**src/rtl/nv_seq_pkg.sv**
```systemverilog
package nv_seq_pkg;

    typedef enum logic [1:0] {
        PH_IDLE   = 2'd0,
        PH_FIRST  = 2'd1,
        PH_SECOND = 2'd2
    } phase_e;

    typedef enum logic {
        OP_STORE  = 1'b0,
        OP_RECALL = 1'b1
    } op_e;

    typedef struct packed {
        phase_e phase;
        op_e    op;
    } seq_state_t;

    function automatic int unsigned max4(input int unsigned a, input int unsigned b,
                                         input int unsigned c, input int unsigned d);
        int unsigned m;
        m = a;
        if (b > m) m = b;
        if (c > m) m = c;
        if (d > m) m = d;
        return m;
    endfunction

endpackage

```
**src/rtl/nv_trig_front.sv**
```systemverilog
module nv_trig_front (
    input  logic clk,
    input  logic rst,
    input  logic hw_store,
    input  logic supply_ok,
    output logic hw_rise,
    output logic sup_fall,
    output logic sup_rise
);
    logic hw_q;
    logic sup_q;

    always_ff @(posedge clk) begin
        if (rst) begin
            hw_q  <= 1'b0;
            sup_q <= 1'b1;
        end else begin
            hw_q  <= hw_store;
            sup_q <= supply_ok;
        end
    end

    assign hw_rise  = hw_store & ~hw_q;
    assign sup_fall = sup_q & ~supply_ok;
    assign sup_rise = ~sup_q & supply_ok;
endmodule

```
**src/rtl/nv_req_arb.sv**
```systemverilog
module nv_req_arb (
    input  logic clk,
    input  logic rst,
    input  logic idle,
    input  logic sw_store,
    input  logic sw_recall,
    input  logic hw_rise,
    input  logic sup_fall,
    input  logic sup_rise,
    output logic pick_store,
    output logic pick_recall
);
    logic fall_pend;
    logic boot_pend;
    logic want_store;
    logic want_recall;

    assign want_store  = sw_store | hw_rise | sup_fall | fall_pend;
    assign want_recall = sw_recall | sup_rise | boot_pend;

    assign pick_store  = idle & want_store;
    assign pick_recall = idle & ~want_store & want_recall;

    always_ff @(posedge clk) begin
        if (rst) begin
            fall_pend <= 1'b0;
            boot_pend <= 1'b1;
        end else begin
            if (pick_store)
                fall_pend <= 1'b0;
            else if (!idle && sup_fall)
                fall_pend <= 1'b1;
            if (pick_recall)
                boot_pend <= 1'b0;
        end
    end
endmodule

```
**src/rtl/nv_phase_timer.sv**
```systemverilog
module nv_phase_timer #(
    parameter int CW = 4
) (
    input  logic          clk,
    input  logic          rst,
    input  logic          hold,
    input  logic [CW-1:0] limit,
    output logic          last
);
    logic [CW-1:0] cnt;

    assign last = (cnt == limit - CW'(1));

    always_ff @(posedge clk) begin
        if (rst || hold || last)
            cnt <= '0;
        else
            cnt <= cnt + CW'(1);
    end
endmodule

```
**src/rtl/nv_xfer_seq.sv**
```systemverilog
module nv_xfer_seq
    import nv_seq_pkg::*;
#(
    parameter int ERASE_CYC = 4,
    parameter int PROG_CYC  = 5,
    parameter int CLEAR_CYC = 3,
    parameter int LOAD_CYC  = 6
) (
    input  logic clk,
    input  logic rst,
    input  logic sw_store_req,
    input  logic sw_recall_req,
    input  logic hw_store,
    input  logic supply_ok,
    output logic busy,
    output logic erase_stb,
    output logic program_stb,
    output logic clear_stb,
    output logic load_stb,
    output logic done
);
    localparam int MAXLEN = int'(max4(ERASE_CYC, PROG_CYC, CLEAR_CYC, LOAD_CYC));
    localparam int CW     = $clog2(MAXLEN + 1);

    seq_state_t    st;
    logic          idle;
    logic          hw_rise, sup_fall, sup_rise;
    logic          pick_store, pick_recall;
    logic          last;
    logic [CW-1:0] limit;
    logic          done_q;

    assign idle = (st.phase == PH_IDLE);

    nv_trig_front u_front (
        .clk       (clk),
        .rst       (rst),
        .hw_store  (hw_store),
        .supply_ok (supply_ok),
        .hw_rise   (hw_rise),
        .sup_fall  (sup_fall),
        .sup_rise  (sup_rise)
    );

    nv_req_arb u_arb (
        .clk         (clk),
        .rst         (rst),
        .idle        (idle),
        .sw_store    (sw_store_req),
        .sw_recall   (sw_recall_req),
        .hw_rise     (hw_rise),
        .sup_fall    (sup_fall),
        .sup_rise    (sup_rise),
        .pick_store  (pick_store),
        .pick_recall (pick_recall)
    );

    always_comb begin
        unique case ({st.op, st.phase == PH_SECOND})
            {OP_STORE,  1'b0}: limit = CW'(ERASE_CYC);
            {OP_STORE,  1'b1}: limit = CW'(PROG_CYC);
            {OP_RECALL, 1'b0}: limit = CW'(CLEAR_CYC);
            default:           limit = CW'(LOAD_CYC);
        endcase
    end

    nv_phase_timer #(.CW(CW)) u_timer (
        .clk   (clk),
        .rst   (rst),
        .hold  (idle),
        .limit (limit),
        .last  (last)
    );

    always_ff @(posedge clk) begin
        if (rst) begin
            st     <= '{phase: PH_IDLE, op: OP_STORE};
            done_q <= 1'b0;
        end else begin
            done_q <= 1'b0;
            unique case (st.phase)
                PH_IDLE: begin
                    if (pick_store)
                        st <= '{phase: PH_FIRST, op: OP_STORE};
                    else if (pick_recall)
                        st <= '{phase: PH_FIRST, op: OP_RECALL};
                end
                PH_FIRST: begin
                    if (last) st.phase <= PH_SECOND;
                end
                PH_SECOND: begin
                    if (last) begin
                        st.phase <= PH_IDLE;
                        done_q   <= 1'b1;
                    end
                end
                default: st.phase <= PH_IDLE;
            endcase
        end
    end

    assign busy        = ~idle;
    assign erase_stb   = (st.phase == PH_FIRST)  && (st.op == OP_STORE);
    assign program_stb = (st.phase == PH_SECOND) && (st.op == OP_STORE);
    assign clear_stb   = (st.phase == PH_FIRST)  && (st.op == OP_RECALL);
    assign load_stb    = (st.phase == PH_SECOND) && (st.op == OP_RECALL);
    assign done        = done_q;
endmodule

```
**config.mk**
```make
export PLATFORM = sky130hd
export DESIGN_NAME = nv_xfer_seq
export DESIGN_NICKNAME = d
export VERILOG_FILES = /design/src/rtl/nv_seq_pkg.sv /design/src/rtl/nv_trig_front.sv /design/src/rtl/nv_req_arb.sv /design/src/rtl/nv_phase_timer.sv /design/src/rtl/nv_xfer_seq.sv
export SDC_FILE = /design/constraint.sdc
export NUM_CORES = 1
export LEC_CHECK = 0
export BUFFER_PORTS_ARGS = -buffer_cell sky130_fd_sc_hd__buf_2
export CORE_AREA = 4 4 41 43
export DETAILED_ROUTE_END_ITERATION = 10
export DIE_AREA = 0 0 45 47
export GPL_TIMING_DRIVEN = 0
export PLACE_DENSITY_LB_ADDON = 0.3
export SLEW_MARGIN = 30
export SYNTH_ARGS = -nofsm -noshare
export SYNTH_HDL_FRONTEND = slang
export SYNTH_SLANG_ARGS = --single-unit
```
**constraint.sdc**
```tcl
create_clock -name clk -period 3.4 [get_ports clk]
set_input_delay 0.17 -clock clk [delete_from_list [all_inputs] [get_ports clk]]
set_output_delay 0.17 -clock clk [all_outputs]
set_load 0.005 [all_outputs]
```
; ---- Word-level counts from Yosys, hierarchy flattened
; Cells that the tools add are included.
[word_totals]
word_cells = 58
out_inout_bits = 6
input_bits = 6
register_bits = 11
[classes]
n_eq_ne = 8
reduce_logical = 15
addsub = 2
n_mux = 7
bitwise_logic = 18
[op_table]
columns = operator, count
row1 = $pmux W3 S3, 1
row2 = $not A1 Y1, 7
row3 = $and A1 B1 Y1, 6
row4 = $mux W3, 2
row5 = $pmux W2 S3, 1
row6 = $logic_and A1 B1 Y1, 5
row7 = $or A1 B1 Y1, 5
row8 = $eq A2 B1 Y1 const B, 2
row9 = $eq A2 B2 Y1 const B, 2
row10 = $logic_not A2 Y1, 2
row11 = $mux W2, 2
row12 = $ne A2 B1 Y1 const B, 2
row13 = $reduce_or A2 Y1, 2
row14 = $add A3 B1 Y3 const B, 1
row15 = $eq A3 B3 Y1, 1
row16 = $ne A3 B1 Y1 const B, 1
row17 = $reduce_and A3 Y1, 1
row18 = $sub A3 B1 Y3 const B, 1
row19 = $logic_or A1 B1 Y1, 2
row20 = $reduce_and A2 Y1, 1
row21 = $reduce_bool A2 Y1, 1
row22 = $logic_not A1 Y1, 1
row23 = $mux W1, 1

; ---- Depth between registers and ports, before layout
; Gate-level depths: netlist (run 1).
[logic_depth]
depth_word = 11
depth_mapped = 6

; ---- Hierarchy
; Synthesis (run 1) repeated with hierarchy kept, for this count alone.
[hier_totals]
hier_cells = 60
hier_area_um2 = 589.3
[by_module_without_submodules]
columns = mod, cells_each, area_each_um2, n_inst
row1 = nv_xfer_seq, 26, 230.2, 1
row2 = nv_phase_timer, 17, 186.4, 1
row3 = nv_req_arb, 10, 100.1, 1
row4 = nv_trig_front, 7, 72.6, 1

; ---- Worst setup path after synthesis (run 1)
; No wires, ideal clock.
[synth_path]
kind = reg2reg
from = reg st[1] (netlist bit)
to = reg st[2] (netlist bit)
synth_period_minus_slack_ns = 1.586
slack_ns = 1.814
path_stages_with_launch = 7
setup_time_ns = 0.123
arrival_time_ns = 1.463
cell_sequence = dfxtp_1 nand2b_4 inv_4 ha_1 xor2_1 a21oi_4 mux2_1
[synth_between]
elab_chain_len = 7
elab_cells_between_ends = 18
[synth_lines]
columns = element, line
row1 = from (decl), nv_xfer_seq.sv:25  ; seq_state_t st;
row2 = from (signal assigned), nv_xfer_seq.sv:77  ; st <= '{phase: PH_IDLE, op: OP_STORE};
row3 = from (signal assigned), nv_xfer_seq.sv:84  ; st <= '{phase: PH_FIRST, op: OP_STORE};
row4 = from (signal assigned), nv_xfer_seq.sv:86  ; st <= '{phase: PH_FIRST, op: OP_RECALL};
row5 = $eq A2 B2 Y1, "nv_xfer_seq.sv:59, nv_xfer_seq.sv:81"
row6 = "$eq A2 B2 Y1, or another cell as far along", nv_xfer_seq.sv:59  ; unique case ({st.op, st.phase == PH_SECOND})
row7 = $pmux W3 S3, nv_xfer_seq.sv:59
row8 = $sub A3 B1 Y3, nv_phase_timer.sv:12  ; assign last = (cnt == limit - CW'(1));
row9 = $eq A3 B3 Y1, nv_phase_timer.sv:12
row10 = $ne A2 B1 Y1 (no line), --
row11 = $reduce_and A3 Y1 (no line), --
; Several ways; a longest one is shown, not always the timed one.
; A chain may end at the register's enable or synchronous reset.

; ---- Final worst setup path (run 1)
; Ends and elaborated chain as after synthesis.

==> results of run 1 <==
==> cell type report <==
type                            instances  area (um^2)
Sequential cell                        11          220
Multi-Input combinational cell         35          274
Clock buffer                            4         26.3
Timing Repair Buffer                   11         55.1
Inverter                                4         17.5
Buffer                                  1         3.75
Tap cell                               15         18.8
Fill cell                             137          686
==> sequential cells by signal, summed over array words and instances, names as in the netlist <==
signal / flops
st: 3
done: 1
u_arb.boot_pend: 1
u_front.sup_q: 1
u_timer.cnt: 3
u_front.hw_q: 1
u_arb.fall_pend: 1
==> cells in the mapped netlist <==
library cell and n:
a2111oi_1 1, a2111oi_2 1, a21o_1 1, a21oi_1 2, a21oi_4 1, and2_2 1
clkbuf_1 1, dfxtp_1 11, ha_1 3, inv_1 3, inv_4 1, mux2_1 1
nand2_1 1, nand2b_4 1, nand3b_1 1, nand3b_4 1, nor2_1 7, nor2b_1 2
nor3_1 2, nor3b_1 1, nor4_1 2, nor4b_1 1, o21ai_0 1, or2_2 1
or2b_1 1, xnor2_1 1, xor2_1 1
==> per-layer routing <==
metal  global-route usage [%]  share of wire (%)  up-vias
met2                     15.3                 39       12
met5                        0                  0        -
li1                         -                  -      207
met4                     8.77                1.6        0
met3                     2.68                8.1        2
met1                     12.9                 51      167
==> logic make-up (layout without fill, tap and decap cells) <==
group / after synthesis / after routing / share of synthesized area (%)
adders and majority gates: 3 / 3 / 7.28
AOI/OAI and AO/OA: 7 / 7 / 12.4
buffers and inverters: 5 / 20 / 4.13
and+or+nand+nor: 22 / 22 / 27.9
xor gates and xnor gates: 2 / 2 / 3.40
muxes: 1 / 1 / 2.18
DFF: 11 / 11 / 42.7
==> critical path, cell delays in order, from the launching register on <==
cell and delay (ns):
dfxtp_1 0.38, nand2b_4 0.17, inv_4 0.05, ha_1 0.28, xor2_1 0.17, a21oi_4 0.20
mux2_1 0.33
==> where the power goes <==
group	internal (mW)	total [mW]	switching, mW
Clock	0.0453	0.0867	0.0414
Sequential	0.135	0.139	0.00455
Combinational	0.0136	0.0276	0.0140
Total	0.193	0.253	0.0599
==> worst paths after layout <==
check	startpoint	end	slack, ns	depth (start not counted)
max	st[1]$_SDFFE_PP0P_	st[2]$_SDFFE_PP0P_	1.71	6
min	supply_ok	u_front.sup_q$_SDFF_PP1_	0.11	2
max reg2reg	st[1]$_SDFFE_PP0P_	st[2]$_SDFFE_PP0P_	1.71	6
min reg2reg	u_arb.boot_pend$_SDFFE_PP1N_	u_arb.boot_pend$_SDFFE_PP1N_	0.46	1
==> impl_results.md, run 1 <==
* Status: complete, no violations
* Mapped Nets at 60
* Cell row count at 13
* Initial Utilization at 39.6%
* Post-Place Worst Slack at 1.71 ns
* RSZ-0062 raised after global routing: false
* Pwr dens at around 410 nW/um^2
* Most area-hungry cell type in the Yosys netlist: dfxtp_1
* Period minus WS final at 1.69 ns
* Finished Layout Cells at 81
* Seq/Total Area, Yosys at 42.7%
* Area grow syn2layout at 19.4%
* Fmax at approximately 590 MHz
* Distinct cells, synth at 27
* Slew @ Worst Pin at 0.431 ns
* TritonCTS clock tree: done
* VDD IR-drop max at 0.000253 V
* Leak at 0.309 nW
* Register bit total from synthesis at 11
* Clock root buffer: clkbuf_4
* Worst setup EP type: flop
* CP startpoint kind: flop
* Die W at 45 um
* Fin area at just over 600 um^2
* Critical path class: reg -> reg
* Clock sinks at 11
* Hold slack at approximately 0.11 ns
* Fin worst setup slack at around 1.7 ns
* Final-stage net count at 76
* Vias in the first global route at 364
* Number of max-cap violations at 0
* DR WL/cell at 10.6 um
* Layout cell share with drive strength beyond 1 at 31.8%
* Cell total after placement at 77
* Largest net degree at the start of global routing at 11
* Routability cong. at 0.633
* Overflow after GRT at 0
* Initial antenna violation count at 0
* Rel. slew slack at 71.2%
* Final Hold Viols at 0
* Worst-path fanout max at 6
* Worst Clk Skew at 0.00172 ns
* Hold buffer count at CTS at 0
* First-pass DRT Iterations at 2
* Most frequent cells in the layout: dfxtp_1, buf_2, nor2_1
* Die H at roughly 47 um
* Core area at 1300 um^2
* I/O pin total at 12
* Clock-pin slew on the worst setup and hold paths at 0.07 ns
* Routed WL at around 860 um
* Min-Delay Path Class: in -> reg
* ANT nets after route at 0
* 1st-iter DRT viols at 11
* Via density at 4.79
* Top area cells in the synthesized netlist: dfxtp_1, ha_1, nor2_1
* Setup_tns at 0 ns
* Dpl hpwl at 667 um
* Post-Syn Instances at 51
* Synth warn at 0
* DRC violations left at 0
* Mapped Area at 515 um^2
* Post-CTS Resized at 0
* Syn_area_per_cell at 10.1 um^2
* Placed instance area at 589 um^2
* Worst skew pair latency at 0.26 ns
* WP data arrival at 1.84 ns
* Diodes inserted at 0
* Post-CTS setup repair buffer count at 0
* Final Util at 47.3%
* Slew Viols, Final at 0
* DIE AREA at 2120 um^2
* Number of port buffers at 11
* Max Root-Sink Buffers at 2
* Overall Global Routing Usage at 10.5%
* Synth top area share at 42.7%
* Htree depth at 1
* Critical Path RT at 3.55 ns
* Period utilisation layout at between 40 and 50%
* Total CTS buffers at 3
* Via count at 388
* Tot Pwr at roughly 250 uW
* First-pass GRT wire length at 1550 um
* Final setup violation count at 0
Note: power is estimated with default switching activity, not from simulation.
==> run 2, diff against run 1 <==
clock period = 1.55 ns   (was 3.4 ns; I/O delays follow)
==> run 2 against run 1 <==
  * Critical path depth unchanged
  * Die area unchanged
  * Power rose by 130%
  * First-iteration DRC count is 64% lower
  * Wire length up 8.1%
==> impl_results.md, run 2 (synthesis results as in run 1) <==
* Layout cell share with drive strength beyond 1 at 45.7%
* Core area at 1300 um^2
* # fillers at 126
* Critical Path RT at 1.71 ns
* Total CTS buffers at 3
* ANT nets after route at 0
* Routed WL at 926 um
* Number of max-cap violations at 0
* Status: complete, no violations
* Most common cell after layout, fill and taps aside: buf_2
* Finished Layout Cells at 85
* Fmax at 676 MHz
* TritonCTS clock tree: done
* Min-Delay Path Class: in -> reg
* Area grow syn2layout at 33.0%
* RSZ-0062 raised after global routing: true
* Post-Place Worst Slack at -0.118 ns
* Period minus WS final at 1.48 ns
* I/O pin total at 12
* Cell total after placement at 77
* Overflow after GRT at 0
* Initial Utilization at between 30% and 40%
* Worst setup EP type: flop
* Via count at 417
* Largest registers: st x3, u_timer.cnt x3
* WP data arrival at 1.64 ns
* Period utilisation layout at between 90 and 100%
* Clock-pin slew on the worst setup and hold paths at 0.07 ns
* Fin worst setup slack at 0.0699 ns
* Max Root-Sink Buffers at 2
* Critical path class: reg -> reg
* 1st-iter DRT viols at 4
* CP startpoint kind: flop
* Slew Viols, Final at 0
* First-pass GRT wire length at 1610 um
* Final Hold Viols at 0
* Clock root buffer: clkbuf_4
* Via density at 4.91
* VDD IR-drop max at 0.000612 V
* Final-stage net count at 80
* Setup_tns at 0 ns
* Leak at 0.333 nW
* DRC violations left at 0
* DIE AREA at 2120 um^2
* Routability cong. at 0.654
* Largest net degree at the start of global routing at 11
* Vias in the first global route at 376
* Dpl hpwl at approximately 640 um
* Htree depth at 1
* Cell row count at 13
* Worst-path fanout max at 4
* Rel. slew slack at between 70 and 80%
* First-pass DRT Iterations at 2
* Die W at approximately 45 um
* Die H at between 40 and 50 um
* Hold slack at 0.0243 ns
* Diodes inserted at 0
* Most frequent cells in the layout: buf_2, dfxtp_1, nor2_1
* Tot Pwr at 581 uW
* DR WL/cell at 10.9 um
* Pwr dens at 847 nW/um^2
* Initial antenna violation count at 0
* Final setup violation count at 0
* Worst skew pair latency at 0.28 ns
* Clock sinks at 11
* Number of port buffers at 11
* Slew @ Worst Pin at between 0.4 and 0.5 ns
* Overall Global Routing Usage at 11.1%
* Worst Clk Skew at 0.00627 ns
run 2: cell types whose count changed in the layout (fill, tap and decap cells not counted), sizes merged:
cell         previous run  this run
buf                    11        14
dlygate4sd3             0         1
run 2: final timing paths:
kind / start / end / slack [ns] / cells after the start
setup / recovery: st[1]$_SDFFE_PP0P_ / st[1]$_SDFFE_PP0P_ / 0.07 / 6
hold / removal: hw_store / u_front.hw_q$_SDFF_PP0_ / 0.02 / 2
setup reg to reg: st[1]$_SDFFE_PP0P_ / st[1]$_SDFFE_PP0P_ / 0.07 / 6
hold reg to reg: u_arb.boot_pend$_SDFFE_PP1N_ / u_arb.boot_pend$_SDFFE_PP1N_ / 0.46 / 1
run 2: per-layer routing:
metal  part of all wire [%]  GRT usage, %
met3                     11          5.75
met5                      0             0
met4                    1.8          5.26
met2                     40          15.5
met1                     48          13.9
run 2: critical path: stages, from the launching register on:
cell and delay, ns:
dfxtp_2 0.33, nand2b_4 0.14, inv_4 0.04, ha_4 0.26, xor2_2 0.17, a21oi_4 0.07, a2111oi_2 0.36
run 2: power breakdown:
part           leakage, nW  switching, mW  internal [mW]
clock network       0.0150          0.103         0.0999
logic                0.227         0.0354         0.0383
registers           0.0915         0.0104          0.294
run 2: stage by stage:
stage | util [%] | area, um^2
final | 52.7 | 686
after global routing | 52.7 | 686
after CTS | 51.6 | 672
after detailed placement | 45.4 | 591
after global placement | 45.4 | 591
after floorplan | - | 517
run 2: layout make-up:
| class | instances | area, um^2 | share of cell area [%] |
|---|---|---|---|
| plain buffers | 1 | 3.75 | 0.547 |
| clock buffers | 4 | 26.3 | 3.83 |
| inverters | 4 | 17.5 | 2.55 |
| multi-input cells | 35 | 305 | 44.5 |
| flip-flops and latches | 11 | 226 | 33.0 |
| well taps | 15 | 18.8 | 2.74 |
| repair buffers | 15 | 87.6 | 12.8 |
run 2: what timing repair did:
item | 4_1_cts | 5_1_grt
hold buffers | 1 | 0
gates resized for setup | 5 | 3
endpoints found under the setup margin | 2 | 4
gates cloned | 0 | 0
setup buffers | 2 | 1
endpoints found under the hold margin | 1 | 0
==> run 3, diff against run 2 <==
GPL_TIMING_DRIVEN = not set   (was 0)
==> run 3 against run 2 <==
  * Count of clock-buffer cells in the layout unchanged
  * Hold slack better by 0.0018 ns
  * Clock skew down 0.0016 ns
  * Sequential share of layout area shrank 1.1 points
  * Highest routed layer unchanged
==> impl_results.md, run 3 (synthesis results as in run 1) <==
* Period utilisation layout at 93.7%
* Most frequent cells in the layout: buf_2, dfxtp_1, nor2_1
* Largest stage delay on the critical path at between 0.3 and 0.4 ns
* Critical path class: reg -> reg
* Metal3 WL at 79 um
* CP startpoint kind: flop
* 1st-iter DRT viols at 7
* WP data arrival at around 1.6 ns
* Hold slack at about 0.026 ns
* Clock-pin slew on the worst setup and hold paths at 0.07 ns
* Number of max-cap violations at 0
* Cells along the critical path: nand2b_4, inv_4, ha_4, xor2_2, a21oi_4, mux2_1
* Clock root buffer: clkbuf_4
* Worst skew pair latency at roughly 0.27 ns
* Final Hold Viols at 0
* Status: complete, no violations
* Routability cong. at approximately 0.72
* R2r startpoint: st[2]$_SDFFE_PP0P_
* Min-Delay Path Class: in -> reg
* Slew @ Worst Pin at 0.394 ns
* # fillers at 131
* P_int at 436 uW
* Via density at just under 5
* Worst setup EP type: flop
* Hold path startpoint: hw_store
* Largest registers: st x3, u_timer.cnt x3
* Cell row count at 13
* Psw at 145 uW
* TritonCTS clock tree: done
* ANT nets after route at 0
* I/O pin total at 12
* CP max stage cell: dfxtp_1
* Clock power share at 34.0%
* Diodes inserted at 0
* Sw frac at between 20% and 30%
* Total CTS buffers at 3
* Area grow syn2layout at 34.7%
* Core area at about 1300 um^2
* Final setup violation count at 0
* Post-Place Worst Slack at -0.00799 ns
* Htree depth at 1
* Clock sinks at 11
* Die W at 45 um
* Via count at 423
* Fmax at 688 MHz
* DRT met1 WL at roughly 440 um
* Most common cell after layout, fill and taps aside: buf_2
* Share of power burned in registers at a little over half
* Combinational power share at 13.7%
* Max Root-Sink Buffers at 2
* Pwr dens at approximately 840 nW/um^2
* DR top layer: met4
* Worst-path fanout max at 3
* DIE AREA at 2120 um^2
* Worst Setup SP: st[2]$_SDFFE_PP0P_
* Slew Viols, Final at 0
* Overall Global Routing Usage at 11.7%
* Critical Path RT at 1.71 ns
* VDD IR-drop max at roughly 0.0005 V
* Largest net degree at the start of global routing at 12
* Initial antenna violation count at 0
* Number of port buffers at 11
* Overflow after GRT at 0
* First-pass DRT Iterations at 4
* Layout cell share with drive strength beyond 1 at a little under half
* Worst Clk Skew at 0.00463 ns
* Dpl hpwl at roughly 750 um
* Die H at 47 um
* Final Util at a little over half
* Leak at 0.343 nW
* DRC violations left at 0
* Routed WL at 984 um
* Vias in the first global route at 429
* RSZ-0062 raised after global routing: false
* DR WL/cell at between 10 and 15 um
* Final-stage net count at 81
* Period minus WS final at 1.45 ns
* First-pass GRT wire length at 1750 um
* Initial Utilization at 39.6%
* Flop2flop setup slack at 0.1 ns
* Fin worst setup slack at 0.0971 ns
* Met2 routed WL at between 400 and 500 um
* Rel. slew slack at between 70% and 80%
## run 3: area by class of cell
| type | count | area [um^2] | area share [%] |
|---|---|---|---|
| flip-flops and latches | 11 | 221 | 31.9 |
| multi-input cells | 35 | 308 | 44.3 |
| well taps | 15 | 18.8 | 2.70 |
| inverters | 4 | 17.5 | 2.52 |
| clock buffers | 4 | 26.3 | 3.78 |
| repair buffers | 17 | 103 | 14.8 |
## run 3: worst max-delay path: cells and delay by family (launching register included)
family / cells / cell delay [ns]
buffers and inverters: 1 / 0.06
and+or+nand+nor: 1 / 0.08
muxes: 1 / 0.33
adders and majority gates: 1 / 0.19
xor gates and xnor gates: 1 / 0.15
DFF: 1 / 0.39
AOI/OAI and AO/OA: 1 / 0.15
## run 3: power by group through the flow
stage | Sequential (mW) | Combinational (mW) | Clock [mW]
after floorplan | 0.310 | 0.0430 | 0
after global placement | 0.309 | 0.0699 | 0
after detailed placement | 0.310 | 0.0705 | 0
after CTS | 0.304 | 0.0746 | 0.206
after global routing | 0.305 | 0.0901 | 0.214
final | 0.304 | 0.0794 | 0.198
## run 3: stage by stage
step	instances	power (mW)	area, um^2	TNS [ns]
3_3_place_gp	81	0.379	624	-0.00658
2_1_floorplan	51	0.353	517	0
5_1_grt	86	0.610	694	0
4_1_cts	86	0.585	668	0
3_5_place_dp	81	0.380	624	-0.00799
6_report	86	0.581	694	0
## run 3: routing by layer
| metal | global-route usage, % | vias to the layer above |
|---|---|---|
| li1 | - | 215 |
| met1 | 13.9 | 185 |
| met2 | 19.2 | 18 |
| met3 | 2.68 | 5 |
| met4 | 7.02 | 0 |
| met5 | 0 | - |
## run 3: worst paths after layout
path | to | cells past startpoint
setup / recovery | st[2]$_SDFFE_PP0P_ | 6
hold / removal | u_front.hw_q$_SDFF_PP0_ | 2
hold reg to reg | u_arb.boot_pend$_SDFFE_PP1N_ | 1
setup reg to reg | st[2]$_SDFFE_PP0P_ | 6
## run 3: repair_timing
item / 4_1_cts / 5_1_grt
pin swaps: 0 / 0
setup buffers: 0 / 0
setup endpoints to repair: 1 / 5
hold endpoints to repair: 1 / 0
hold buffers: 1 / 0
gates resized for setup: 1 / 4
